<file path="src/rtl/ss_pkg.sv">
package ss_pkg;
  // Phase of the step logic in the current cycle.
  typedef enum logic [1:0] {
    ST_RUN  = 2'd0,  // run mode, no stepping
    ST_FREE = 2'd1,  // step mode, core executing between fetches
    ST_HALT = 2'd2,  // step mode, fetch held without a grant
    ST_PASS = 2'd3   // step mode, fetch granted
  } ss_phase_e;
endpackage

</file>
<file path="src/rtl/ss_rst_sync.sv">
module ss_rst_sync #(
  parameter int STAGES = 2
) (
  input  logic clk,
  input  logic rst_n,
  output logic rst_sync_n
);
  logic [STAGES-1:0] chain_q;

  always_ff @(posedge clk or negedge rst_n) begin
    if (!rst_n) chain_q <= '0;
    else        chain_q <= {chain_q[STAGES-2:0], 1'b1};
  end

  assign rst_sync_n = chain_q[STAGES-1];
endmodule

</file>
<file path="src/rtl/ss_mode_reg.sv">
module ss_mode_reg #(
  parameter int MODE_STAGES = 1
) (
  input  logic clk,
  input  logic rst_n,
  input  logic mode_i,
  output logic mode_o
);
  logic [MODE_STAGES-1:0] stage_q;
  logic [MODE_STAGES-1:0] stage_d;

  for (genvar g = 0; g < MODE_STAGES; g++) begin : g_stage
    if (g == 0) begin : g_first
      assign stage_d[g] = mode_i;
    end else begin : g_next
      assign stage_d[g] = stage_q[g-1];
    end
  end

  always_ff @(posedge clk or negedge rst_n) begin
    if (!rst_n) stage_q <= '0;
    else        stage_q <= stage_d;
  end

  assign mode_o = stage_q[MODE_STAGES-1];
endmodule

</file>
<file path="src/rtl/ss_step_latch.sv">
module ss_step_latch (
  input  logic clk,
  input  logic rst_n,
  input  logic mode_i,
  input  logic step_req_i,
  input  logic halted_i,
  output logic pend_o
);
  logic pend_q;
  logic pend_d;
  logic pend_en;

  // A request outside a halt is stored; a halt spends it (the grant logic
  // takes it there). Run mode drops everything.
  always_comb begin
    pend_en = 1'b1;
    if (!mode_i)       pend_d = 1'b0;
    else if (halted_i) pend_d = 1'b0;
    else               pend_d = pend_q | step_req_i;
  end

  always_ff @(posedge clk or negedge rst_n) begin
    if (!rst_n)       pend_q <= 1'b0;
    else if (pend_en) pend_q <= pend_d;
  end

  assign pend_o = pend_q;


  pend_spent_chk: assert property (@(posedge clk) disable iff (!rst_n)
    (pend_q && halted_i) |=> !pend_q);
endmodule

</file>
<file path="src/rtl/ss_grant.sv">
module ss_grant
  import ss_pkg::*;
(
  input  logic      clk,
  input  logic      rst_n,
  input  logic      mode_i,
  input  logic      sync_i,
  input  logic      ext_rdy_i,
  input  logic      pend_i,
  input  logic      step_req_i,
  output logic      core_en_o,
  output logic      halted_o,
  output logic      pass_o,
  output ss_phase_e phase_o
);
  logic      pass_q;
  logic      pass_d;
  ss_phase_e phase;

  always_comb begin
    if (!mode_i)     phase = ST_RUN;
    else if (!sync_i) phase = ST_FREE;
    else if (pass_q) phase = ST_PASS;
    else             phase = ST_HALT;
  end

  assign halted_o  = (phase == ST_HALT);
  assign core_en_o = ext_rdy_i & (phase != ST_HALT);

  always_comb begin
    unique case (phase)
      ST_RUN:  pass_d = 1'b0;
      ST_HALT: pass_d = pend_i | step_req_i;
      ST_PASS: pass_d = ~ext_rdy_i;   // spent when the fetch completes
      default: pass_d = pass_q;
    endcase
  end

  always_ff @(posedge clk or negedge rst_n) begin
    if (!rst_n) pass_q <= 1'b0;
    else        pass_q <= pass_d;
  end

  assign pass_o  = pass_q;
  assign phase_o = phase;


  halt_blocks_chk: assert property (@(posedge clk) disable iff (!rst_n)
    halted_o |-> !core_en_o);

  grant_spent_chk: assert property (@(posedge clk) disable iff (!rst_n)
    (pass_q && sync_i && core_en_o) |=> !pass_q);

  grant_hold_chk: assert property (@(posedge clk) disable iff (!rst_n)
    (pass_q && sync_i && !ext_rdy_i) |=> (pass_q || !mode_i));
endmodule

</file>
<file path="src/rtl/ss_step_ctrl.sv">
module ss_step_ctrl
  import ss_pkg::*;
#(
  parameter int MODE_STAGES = 1,
  parameter int RST_STAGES  = 2
) (
  input  logic clk,
  input  logic rst_n,
  input  logic fetch_i,
  input  logic ext_rdy_i,
  input  logic step_mode_i,
  input  logic step_req_i,
  output logic sync_o,
  output logic core_en_o,
  output logic halted_o
);
  logic      rst_sync_n;
  logic      mode_q;
  logic      pend_q;
  logic      pass_q;
  logic      halted;
  ss_phase_e phase;

  ss_rst_sync #(.STAGES(RST_STAGES)) u_rst (
    .clk        (clk),
    .rst_n      (rst_n),
    .rst_sync_n (rst_sync_n)
  );

  ss_mode_reg #(.MODE_STAGES(MODE_STAGES)) u_mode (
    .clk    (clk),
    .rst_n  (rst_sync_n),
    .mode_i (step_mode_i),
    .mode_o (mode_q)
  );

  ss_step_latch u_latch (
    .clk        (clk),
    .rst_n      (rst_sync_n),
    .mode_i     (mode_q),
    .step_req_i (step_req_i),
    .halted_i   (halted),
    .pend_o     (pend_q)
  );

  ss_grant u_grant (
    .clk        (clk),
    .rst_n      (rst_sync_n),
    .mode_i     (mode_q),
    .sync_i     (fetch_i),
    .ext_rdy_i  (ext_rdy_i),
    .pend_i     (pend_q),
    .step_req_i (step_req_i),
    .core_en_o  (core_en_o),
    .halted_o   (halted),
    .pass_o     (pass_q),
    .phase_o    (phase)
  );

  assign sync_o   = fetch_i;
  assign halted_o = halted;


  run_passthru_chk: assert property (@(posedge clk) disable iff (!rst_sync_n)
    !mode_q |-> (core_en_o == ext_rdy_i) && !halted_o);

  pend_to_grant_chk: assert property (@(posedge clk) disable iff (!rst_sync_n)
    (halted_o && pend_q && mode_q) |=> (pass_q || !mode_q));

  mode_release_chk: assert property (@(posedge clk) disable iff (!rst_sync_n)
    $fell(mode_q) |-> !halted_o && !pass_q);

  phase_legal_chk: assert property (@(posedge clk) disable iff (!rst_sync_n)
    (phase == ST_PASS) |-> mode_q && sync_o);
endmodule

</file>
<file path="config.mk">
export PLATFORM = sky130hd
export DESIGN_NAME = ss_step_ctrl
export DESIGN_NICKNAME = d
export VERILOG_FILES = /design/src/rtl/ss_pkg.sv /design/src/rtl/ss_rst_sync.sv /design/src/rtl/ss_mode_reg.sv /design/src/rtl/ss_step_latch.sv /design/src/rtl/ss_grant.sv /design/src/rtl/ss_step_ctrl.sv
export SDC_FILE = /design/constraint.sdc
export NUM_CORES = 1
export LEC_CHECK = 0
export ABC_AREA = 1
export CAP_MARGIN = 0
export CORE_AREA = 2 2 39 41
export DETAILED_ROUTE_END_ITERATION = 7
export DIE_AREA = 0 0 41 43
export GPL_ROUTABILITY_DRIVEN = 0
export HOLD_SLACK_MARGIN = 0.02
export PLACE_DENSITY = 0.49
export SKIP_CTS_REPAIR_TIMING = 1
export SLEW_MARGIN = 20
export SYNTH_ARGS = -nofsm -noshare
export SYNTH_HDL_FRONTEND = slang
export SYNTH_HIERARCHICAL = 1
export SYNTH_SLANG_ARGS = --single-unit
</file>
<file path="constraint.sdc">
create_clock -name clk -period 0.95 [get_ports clk]
set_clock_uncertainty 0.1 [all_clocks]
set_input_delay 0.19 -clock clk [delete_from_list [all_inputs] [get_ports clk]]
set_output_delay 0.19 -clock clk [all_outputs]
set_load 0.05 [all_outputs]
</file>
==> results_dict.tcl <==
set metrics [dict create \
    run_status "finished, violations left" \
    violations "negative setup slack" \
    wl_per_cell_um 6.96 \
    slowest_stage "dfrtp_1" \
    crit_family "flip-flops" \
    setup_viol 4 \
    place_area_um2 375 \
    antenna_cells 0 \
    nets 48 \
    multi_input_area_um2 75.1 \
    grt-ovfl-total 0 \
    worst_slack_ps -381 \
    wirelength_um 397 \
    cp_num_cells 4 \
    antenna_found_initial 0 \
    required_ps 660 \
    die_w_um 41 \
    fin_crit_ps 1330 \
    rsz0062_at_grt "yes" \
    grt_max_degree 4 \
    dp.cells 50 \
    syn-num-nets 28 \
    viasPerCell 3.46 \
    clkLatencyLatePin_ps 240 \
    max_freq_mhz 751 \
    crit_type "reg2out" \
    hp-start "u_rst/chain_q[0]$_DFF_PN0_" \
    yosysWarningCount 6 \
    clk_pin_slew_ps 40 \
    drc_errors 0 \
    final_hold_viol_count 0 \
    cp_common_cell "nor2_4" \
    timing.max_cap.violations 0 \
    synthesis.area_um2 203 \
    ir_drop_mv 0.533 \
    fin_cells 57 \
    cts_root_buffer "clkbuf_4" \
    r2r_slack_ps -210 \
    start_kind "flip-flop" \
    cp_slowest_stage_delay_ps 350 \
    arrival_ps 1040 \
    cts.sinks 5 \
    grt_pass1_wl_um 586 \
    nFillCells 150 \
    slew_violations 0 \
    rows 14 \
    post-route-util_pct 31.7 \
    syn_avg_cell_area_um2 9.21 \
    fin_area_um2 439 \
    die_y_um 43 \
    cts_buffer_depth 2 \
    die-area_mm2 0.00176 \
    powerDensity_mw_per_mm2 1460 \
    regArea_um2 125 \
    layout-drive-gt1-share_pct 41.5 \
    path_buf_inv 1 \
    dr_total_vias 197 \
    worst_hold_slack_ps 246 \
    cts_tree "yes" \
    io_pins 9 \
    p_leak_uw 0.000221 \
    synthCells 22 \
    critPathCaptureType "primary output" \
    cts_max_level 1 \
    cp-startpoint "u_mode/mode_o$_DFF_PN0_" \
    hold_class "reg2reg" \
    syn2layout_area_growth_pct 117 \
    cts_buffers 3 \
    final_antenna_net_count 0 \
    timing.rr.start "u_mode/mode_o$_DFF_PN0_" \
    min_period_over_period_pct 140 \
    first_pass_iters 2 \
    initial_core_util_pct 14.6 \
    grt_use_total_pct 5.56 \
    crit_chain "nand2_2, nor2_4, nor2_4, buf_12" \
    power_uw 642 \
    crit_fanout 3 \
    drtIter0Drc 1 \
    core_area_mm2 0.00138 \
    r2r_cells 7 \
    grt_pass1_vias 171 \
    port_buffers 8 \
    post-dp-hpwl_um 292 \
    hold_path_depth 0 \
]
==> stage by stage <==
| stage | setup TNS (ps) | setup WS (ps) |
|---|---|---|
| final | -1110 | -381 |
| after global routing | -1230 | -411 |
| after CTS | -1550 | -469 |
| after detailed placement | -2060 | -469 |
| after global placement | -2050 | -468 |
| after floorplan | -716 | -259 |
==> power breakdown <==
group	internal (uW)	switching, uW
logic	89.9	74.4
clock network	158	81.3
registers	229	9.37
==> layout by cell type, fill, tap and decap left out, drive strengths merged <==
cell,instances
dlymetal6s2s,1
nand4,1
buf,9
clkdlybuf4s50,4
nand3,2
dfrtp,5
dlygate4sd3,2
nand2,4
inv,4
conb,1
nor2,4
clkbuf,4
==> area by class of cell <==
type	count	area share, %
clock buffer	4	5.98
sequential	5	28.5
multi-input combinational	12	17.1
inverter	4	3.42
timing repair buffer	16	40.5
tap	16	4.56
==> registers in the layout (all words and copies together), names as in the netlist <==
name            count
u_grant/pass_o      1
u_rst/chain_q       2
u_mode/mode_o       1
u_latch/pend_o      1
==> metal layers <==
metal | part of all wire [%] | GRT usage (%) | wire length [um] | up-vias
met2 | 53 | 7.19 | 211 | 6
met3 | 6.0 | 1.57 | 24 | 0
met5 | 0 | 0 | 0 | -
met1 | 41 | 5.59 | 161 | 91
li1 | - | - | - | 100
met4 | 0 | 8.00 | 0 | 0
==> worst paths after layout <==
path,endpoint
hold / removal,u_rst/chain_q[1]$_DFF_PN0_
max in group asynchronous,u_rst/chain_q[1]$_DFF_PN0_
hold reg to reg,u_rst/chain_q[1]$_DFF_PN0_
setup / recovery,core_en_o
setup reg to reg,u_latch/pend_o$_DFF_PN0_
min in group asynchronous,u_latch/pend_o$_DFF_PN0_
==> worst register-to-register path, delay by kind of cell (launching register included) <==
family                 cells  cell delay, ps
buffers and inverters      3             260
flip-flops                 1             350
AND/OR/NAND/NOR            4             340
(Power assumes the default switching activity.)
